==> src/rtl/flow_pkg.sv <==
package flow_pkg;
  localparam int OP_W = 5;
  localparam int FLAG_W = 4;

  typedef enum logic [OP_W-1:0] {
    OP_SEQ   = 5'd0,
    OP_CSET  = 5'd1,
    OP_CCLR  = 5'd2,
    OP_ZSET  = 5'd3,
    OP_ZCLR  = 5'd4,
    OP_NSET  = 5'd5,
    OP_NCLR  = 5'd6,
    OP_VSET  = 5'd7,
    OP_VCLR  = 5'd8,
    OP_ALWAYS= 5'd9,
    OP_BIT0  = 5'd10,
    OP_BIT1  = 5'd11,
    OP_FEQ   = 5'd12,
    OP_FGT   = 5'd13,
    OP_FLT   = 5'd14,
    OP_FZERO = 5'd15,
    OP_DECZ  = 5'd16,
    OP_DECNZ = 5'd17,
    OP_INCZ  = 5'd18,
    OP_INCNZ = 5'd19
  } flow_op_e;

  // flag bit positions inside the flag vector
  localparam int FL_C = 0;
  localparam int FL_Z = 1;
  localparam int FL_V = 2;
  localparam int FL_N = 3;
endpackage

==> src/rtl/flow_branch_eval.sv <==
module flow_branch_eval
  import flow_pkg::*;
#(
  parameter int PC_W       = 21,
  parameter int COND_OFS_W = 7,
  parameter int LONG_OFS_W = 10
) (
  input  flow_op_e              op,
  input  logic [FLAG_W-1:0]     flags,
  input  logic [LONG_OFS_W-1:0] ofs,
  input  logic [PC_W-1:0]       pc,
  output logic                  take,
  output logic [PC_W-1:0]       target
);
  localparam int EXT_C = PC_W - COND_OFS_W;
  localparam int EXT_L = PC_W - LONG_OFS_W;
  localparam logic [PC_W-1:0] WORD = PC_W'(2);

  logic [PC_W-1:0] ofs_short, ofs_long, ofs_sel;
  logic            is_long;

  assign ofs_short = {{EXT_C{ofs[COND_OFS_W-1]}}, ofs[COND_OFS_W-1:0]};
  assign ofs_long  = {{EXT_L{ofs[LONG_OFS_W-1]}}, ofs};

  always_comb begin
    is_long = 1'b0;
    unique case (op)
      OP_CSET:   take =  flags[FL_C];
      OP_CCLR:   take = !flags[FL_C];
      OP_ZSET:   take =  flags[FL_Z];
      OP_ZCLR:   take = !flags[FL_Z];
      OP_NSET:   take =  flags[FL_N];
      OP_NCLR:   take = !flags[FL_N];
      OP_VSET:   take =  flags[FL_V];
      OP_VCLR:   take = !flags[FL_V];
      OP_ALWAYS: begin take = 1'b1; is_long = 1'b1; end
      default:   take = 1'b0;
    endcase
  end

  assign ofs_sel = is_long ? ofs_long : ofs_short;
  assign target  = pc + WORD + {ofs_sel[PC_W-2:0], 1'b0};
endmodule

==> src/rtl/flow_skip_eval.sv <==
module flow_skip_eval
  import flow_pkg::*;
#(
  parameter int DATA_W = 8
) (
  input  flow_op_e                    op,
  input  logic [DATA_W-1:0]           f,
  input  logic [DATA_W-1:0]           w,
  input  logic [$clog2(DATA_W)-1:0]   bsel,
  output logic                        skip,
  output logic [DATA_W-1:0]           upd
);
  localparam logic [DATA_W-1:0] ONE = DATA_W'(1);

  logic [DATA_W-1:0] dec_v, inc_v;
  logic              tbit;

  assign dec_v = f - ONE;
  assign inc_v = f + ONE;
  assign tbit  = f[bsel];

  always_comb begin
    upd = f;
    unique case (op)
      OP_BIT0:  skip = !tbit;
      OP_BIT1:  skip =  tbit;
      OP_FEQ:   skip = (f == w);
      OP_FGT:   skip = (f > w);
      OP_FLT:   skip = (f < w);
      OP_FZERO: skip = (f == '0);
      OP_DECZ:  begin upd = dec_v; skip = (dec_v == '0); end
      OP_DECNZ: begin upd = dec_v; skip = (dec_v != '0); end
      OP_INCZ:  begin upd = inc_v; skip = (inc_v == '0); end
      OP_INCNZ: begin upd = inc_v; skip = (inc_v != '0); end
      default:  skip = 1'b0;
    endcase
  end
endmodule

==> src/rtl/flow_sel.sv <==
module flow_sel
  import flow_pkg::*;
#(
  parameter int PC_W       = 21,
  parameter int DATA_W     = 8,
  parameter int COND_OFS_W = 7,
  parameter int LONG_OFS_W = 10
) (
  input  logic                      clk,
  input  logic                      rst,
  input  logic                      in_valid,
  input  logic [4:0]                op_code,
  input  logic [PC_W-1:0]           pc_in,
  input  logic [3:0]                flags_in,
  input  logic [LONG_OFS_W-1:0]     ofs_in,
  input  logic [DATA_W-1:0]         f_in,
  input  logic [DATA_W-1:0]         w_in,
  input  logic [$clog2(DATA_W)-1:0] bit_sel,
  input  logic                      skip_two_word,
  output logic                      out_valid,
  output logic [PC_W-1:0]           next_pc,
  output logic                      br_taken,
  output logic                      skip_next,
  output logic [DATA_W-1:0]         upd_val,
  output logic [3:0]                flags_out
);
  localparam logic [PC_W-1:0] STEP1 = PC_W'(2);
  localparam logic [PC_W-1:0] STEP2 = PC_W'(4);
  localparam logic [PC_W-1:0] STEP3 = PC_W'(6);

  flow_op_e          op;
  logic              take_c, skip_c;
  logic [PC_W-1:0]   target_c, pc_c;
  logic [DATA_W-1:0] upd_c;

  assign op = flow_op_e'(op_code);

  flow_branch_eval #(
    .PC_W(PC_W), .COND_OFS_W(COND_OFS_W), .LONG_OFS_W(LONG_OFS_W)
  ) u_br (
    .op(op), .flags(flags_in), .ofs(ofs_in), .pc(pc_in),
    .take(take_c), .target(target_c)
  );

  flow_skip_eval #(.DATA_W(DATA_W)) u_sk (
    .op(op), .f(f_in), .w(w_in), .bsel(bit_sel),
    .skip(skip_c), .upd(upd_c)
  );

  always_comb begin
    if (take_c)      pc_c = target_c;
    else if (skip_c) pc_c = pc_in + (skip_two_word ? STEP3 : STEP2);
    else             pc_c = pc_in + STEP1;
  end

  always_ff @(posedge clk) begin
    if (rst) begin
      out_valid <= 1'b0;
      br_taken  <= 1'b0;
      skip_next <= 1'b0;
      next_pc   <= '0;
      upd_val   <= '0;
      flags_out <= '0;
    end else begin
      out_valid <= in_valid;
      br_taken  <= in_valid && take_c;
      skip_next <= in_valid && skip_c;
      if (in_valid) begin
        next_pc   <= pc_c;
        upd_val   <= upd_c;
        flags_out <= flags_in;
      end
    end
  end

  // a branch and a skip never both apply
  p_excl_r10: assert property (@(posedge clk) disable iff (rst)
    !(br_taken && skip_next));

  // neither taken nor skipped means one word ahead
  p_seq_r12: assert property (@(posedge clk) disable iff (rst)
    (out_valid && !br_taken && !skip_next) |-> (next_pc == $past(pc_in) + STEP1));

  // skip distance follows the two-word hint
  p_skipdist_r10: assert property (@(posedge clk) disable iff (rst)
    skip_next |-> (next_pc == $past(pc_in) + ($past(skip_two_word) ? STEP3 : STEP2)));

  // flags pass unchanged
  p_flags_r11: assert property (@(posedge clk) disable iff (rst)
    in_valid |=> (flags_out == $past(flags_in)));

  // idle input gives idle output one cycle later
  p_idle_r13: assert property (@(posedge clk) disable iff (rst)
    !in_valid |=> (!out_valid && !br_taken && !skip_next));

  // valid input is reported one cycle later
  p_lat_r13: assert property (@(posedge clk) disable iff (rst)
    in_valid |=> out_valid);
endmodule

==> config.mk <==
export PLATFORM = sky130hd
export DESIGN_NAME = flow_sel
export DESIGN_NICKNAME = d
export VERILOG_FILES = /design/src/rtl/flow_pkg.sv /design/src/rtl/flow_branch_eval.sv /design/src/rtl/flow_skip_eval.sv /design/src/rtl/flow_sel.sv
export SDC_FILE = /design/constraint.sdc
export NUM_CORES = 1
export LEC_CHECK = 0
export BUFFER_PORTS_ARGS = -buffer_cell sky130_fd_sc_hd__buf_2
export CAP_MARGIN = 25
export CORE_MARGIN = 1
export CORE_UTILIZATION = 55
export DETAILED_ROUTE_END_ITERATION = 12
export GPL_TIMING_DRIVEN = 1
export PLACE_DENSITY = 0.82
export SYNTH_ARGS = -nofsm -noshare
export SYNTH_HDL_FRONTEND = slang
export SYNTH_HIERARCHICAL = 1
export SYNTH_SLANG_ARGS = --single-unit
export TNS_END_PERCENT = 50
==> constraint.sdc <==
create_clock -name clk -period 4.5 [get_ports clk]
set_input_delay 0.9 -clock clk [delete_from_list [all_inputs] [get_ports clk]]
set_output_delay 0.9 -clock clk [all_outputs]
set_load 0.1 [all_outputs]
# Word level (Yosys, flattened, before mapping)

Index checks and enable logic that the tools add are counted.

Order comparisons: 3
Eq/ne operators: 20
Add/subtract/negate cells: 5
Reductions and logical operators: 14
Muxes and demuxes: 10

Operators by type and width:

| operator                | number |
|---|---|
| $mux W21                | 2 |
| $eq A5 B4 Y1 const B    | 8 |
| $logic_not A8 Y1        | 3 |
| $add A21 B2 Y21 const B | 1 |
| $add A21 B21 Y21        | 1 |
| $add A21 B3 Y21         | 1 |
| $eq A5 B3 Y1 const B    | 4 |
| $eq A5 B5 Y1 const B    | 4 |
| $mux W20                | 1 |
| $pmux W8 S2             | 1 |
| $reduce_bool A8 Y1      | 2 |
| $eq A5 B2 Y1 const B    | 2 |
| $pmux W1 S10            | 1 |
| $pmux W1 S9             | 1 |
| $add A8 B1 Y8 const B   | 1 |
| $eq A8 B8 Y1            | 1 |
| $gt A8 B8 Y1            | 1 |
| $lt A8 B8 Y1            | 1 |
| $sub A8 B1 Y8 const B   | 1 |
| $eq A5 B1 Y1 const B    | 1 |
| $logic_not A1 Y1        | 5 |
| $lt A3 B4 Y1 const B    | 1 |
| $reduce_or A2 Y1        | 2 |
| $bmux W1 S3             | 1 |
| other kinds (3)         | 5 |

Bits of input ports: 63
Bits in registers: 36
Word-level logic and storage cells: 58

# Logic depth before layout (Yosys ltp)

Depth after elaboration: 6
Mapped depth: 18

# Hierarchy

Netlist, hierarchy kept.

Modules (own cells, without submodules):

| module           | area an instance (um^2) | times used | cells each |
|---|---|---|---|
| flow_sel         | 1816.7                  | 1          | 200 |
| flow_branch_eval | 1366.3                  | 1          | 187 |
| flow_skip_eval   | 877.1                   | 1          | 125 |

# Worst setup path after synthesis

Ideal clock, no wire load.

Path type: input to register
Start point: in f_in[0]
End point: reg next_pc[17]
Setup time: 79 ps
Arrival time: 4138 ps
Stages: 18
Required time: 4421 ps
Slack: 283 ps
Path through: buf_2 inv_1 ha_1 or3_1 o22ai_1 a22oi_1 o31a_1 xor2_1 o21ai_1 nand2b_1 ha_1 inv_1 fa_1 nand2b_1 nor4_4 nand4_1 xor2_1 a211oi_2

Longest elaborated chain between the ends: 6

RTL lines:

| element                                               | RTL line             | source |
|---|---|---|
| start, declared                                       | flow_sel.sv:16       | `input logic [DATA_W-1:0] f_in,` |
| branches (longest 3 deep; another with $add A8 B1 Y8) | -                    |  |
| $pmux W1 S10 *                                        | flow_skip_eval.sv:24 | `unique case (op)` |
| named net skip_c                                      | flow_sel.sv:32       | `logic take_c, skip_c;` |
| $mux W21 *                                            | flow_sel.sv:52       | `else if (skip_c) pc_c = pc_in + (skip_two_word ? STEP3 : STEP2);` |
| $mux W21 *                                            | flow_sel.sv:51       | `if (take_c) pc_c = target_c;` |
| end signal, assigned                                  | flow_sel.sv:69       | `next_pc <= pc_c;` |
| end, declared                                         | flow_sel.sv:21       | `output logic [PC_W-1:0] next_pc,` |

Mark *: on every way through the listed nets, which the timed path passes. The select of a mux whose other input is x is not followed.
A chain may end at the register's enable or synchronous reset.

# Worst setup path after layout

Start point: in f_in[2]
End point: reg next_pc[17]

The elaborated chain is that of the path after synthesis.

==> flow_summary_export.csv <==
group,metric,value,unit
outcome,outcome,"finished clean",
clock_tree,cts_made_buffers,5,
yosys,ys_async_sr_fraction,0,%
clock_tree,cts-hold-fix-buffers,0,
power_and_ir_drop,cellLeakagePower,2.29,nW
place,post_dp_cell_area,4670,sq um
grt,grt_pass1_vias,3874,
hold_path,hp-start,"next_pc[8]",
power_and_ir_drop,power.internal,0.659,mW
finish,areaGrowthSynthToFinish,17.0,%
yosys,synth_most_common_cell,"ha_1",
finish,drive_gt1_share,22.7,%
drt,antenna_left,0,
clock_tree,cts_tree,"done",
critical_path,critPathKind,"in2reg",
critical_path,cp.arrival,4.41,ns
yosys,synthSimpleGateAreaFrac,22.8,%
place,dp_slack,0.00929,ns
finish,diodes,0,
clock_tree,clkLatencyLatePin,0.29,ns
power_and_ir_drop,seqPwrFrac,28.8,%
timing,setup_ws,0.309,ns
drt,drc,0,
timing,period_minus_slack,4.19,ns
grt,antenna_found_initial,0,
grt,grt_pass1_wl,17900,um
yosys,synthCells,512,
critical_path,cp.required,4.72,ns
die,io_pins,99,
yosys,ys.flop_type,"dfxtp_1",
die,die_w,87.9,um
timing,fin_crit_sh,93.1,%
yosys,netlist_area,4060,sq um
yosys,synth_common_cells,"ha_1 (52), nor2_1 (51), nand2_1 (44)",
yosys,synth_nets,629,
finish,n_fill_cell,574,
clock_tree,htree_levels,2,
yosys,syn_area_per_cell,7.93,sq um
critical_path,start_kind,"input pin",
timing,timing_worst_slew_pin_value,0.714,ns
finish,regArea,721,sq um
clock_tree,cts_buffer_depth,2,
critical_path,crit_fanout,15,
power_and_ir_drop,p_total,1.24,mW
yosys,synthTopCellsByArea,"dfxtp_1 (18%), ha_1 (16%), xor2_1 (5.2%)",
grt,grt_max_degree,34,
die,die_y,87.9,um
critical_path,r2r_slack,3.44,ns
hold_path,min_path_type,"reg2reg",
critical_path,crit_start,"f_in[2]",
power_and_ir_drop,switching_share,46.9,%
timing,max_freq,239,MHz
drt,vias,4156,
yosys,synth.top_cell.area_share,17.8,%
clock_tree,cts_setup_buffers,0,
yosys,ys_seq_area_share,17.8,%
power_and_ir_drop,p_per_area,261,nW/um^2
place,gp_congestion,0.903,
yosys,synthMuxAreaShare,5.79,%
drt,routed_wl,11200,um
die,die_area,7730,sq um
finish,layout.cells.non_filler,704,
place,hpwl,9110,um
drt,post_drt_wl_per_cell,15.9,um
clock_tree,cts_resized,0,
yosys,ys_warn_count,6,
yosys,synth-xor-area-share,8.63,%
timing,report.final.slew_viol_count,0,
finish,nets,725,
timing,finalSetupViolCount,0,
timing,hold_viol,0,
power_and_ir_drop,p_sw,0.581,mW
grt,grt_usage,29.4,%
critical_path,cp-end-kind,"register",
power_and_ir_drop,ir_drop,0.121,mV
clock_tree,clk_pin_slew,0.08,ns
power_and_ir_drop,clkPwrFrac,18.0,%
finish,postLayoutCellArea,4750,sq um
yosys,synth-seq-cells,36,
critical_path,reg2reg_from,"next_pc[18]",
timing,finalHoldWorstSlack,0.486,ns
drt,drt-vias-per-instance,5.90,
finish,fin_util,68.4,%
drt,first_iter_violations,236,
yosys,synth-compound-area-share,22.4,%
place,io_buffers,98,
yosys,synth_top_family_by_area,"simple AND/OR/NAND/NOR gates",
yosys,synth_top_cell_by_area,"dfxtp_1",
clock_tree,numClockSinks,36,
die,core,6940,sq um
place,place_inst,697,
drt,dr.pass1.iters,5,
finish,multi_input_area,3120,sq um
grt,grt_overflow,0,
power_and_ir_drop,combPwrFrac,53.2,%
flow_run,maxCapViolations,0,
die,rows,30,
timing,skew,0,ns
yosys,synthAdderAreaFrac,17.0,%
timing,totalNegativeSetupSlack,0,ns
yosys,synth.distinct_cells,72,
timing,rsz0062_at_grt,"false",
timing,slew_headroom,52.4,%
clock_tree,cts_root_buffer,"clkbuf_8",
yosys,synth_edf_count,0,
die,start_util,58.5,%
[power groups by stage]
stage                     Combinational [mW]  Clock [mW]  Sequential, mW
final                                  0.660       0.224           0.356
after global routing                   0.712       0.239           0.358
after CTS                              0.656       0.226           0.356
after detailed placement               0.653           0           0.363
after global placement                 0.641           0           0.362
after floorplan                        0.318           0           0.534
[layout by cell type (no fill, tap or decap), types with 8 or more instances in the layout]
cell,count
dfxtp_1,36
nand4_1,11
mux2i_1,19
buf_2,98
a21oi_1,31
o211ai_1,8
xnor2_1,16
inv_1,25
a21o_1,10
ha_1,52
o22ai_1,10
o21ai_0,17
nor2_1,51
a211oi_1,10
xor2_1,24
nand2_1,44
nand3_1,16
buf_4,15
and3_1,10
[layer usage]
metal,GRT usage [%],routed length (um)
met4,12.1,340
met2,53.4,5650
met5,0,0
met3,3.58,604
met1,34.7,4620
[flip-flops by register name, summed over array words and instances (netlist names)]
register	count
flags_out	4
next_pc	21
out_valid	1
br_taken	1
skip_next	1
upd_val	8
[final cells by class]
type	instances	area share, %
Inverter	27	2.29
Sequential cell	36	15.2
Multi-Input combinational cell	425	65.6
Tap cell	96	2.53
Clock inverter	2	0.263
Timing Repair Buffer	113	12.7
Clock buffer	5	1.45
[cell families after synthesis]
family / Yosys count
adder cells (fa/ha/maj): 54
multiplexers: 21
XOR/XNOR: 40
AO/OA/AOI/OAI: 133
AND/OR/NAND/NOR: 177
buffers and inverters: 51
flip-flops: 36
[worst paths after layout]
check                endpoint  cells past startpoint
hold / removal     next_pc[8]                      2
setup / recovery  next_pc[17]                     16
setup reg to reg  next_pc[18]                      3
hold reg to reg    next_pc[8]                      2
[worst max-delay path: stages]
cell and delay [ns]:
buf_2 0.19, mux4_2 0.47, mux2i_1 0.23, mux2i_1 0.21, a31oi_1 0.09, a211oi_1 0.24, o21ai_1 0.19, nand2b_1 0.11
ha_1 0.21, inv_1 0.07, fa_1 0.40, nand2b_1 0.22, nor4_4 0.28, nand4_1 0.19, xor2_1 0.19, a211oi_2 0.21
No activity file was read; power rests on OpenSTA's default activity.
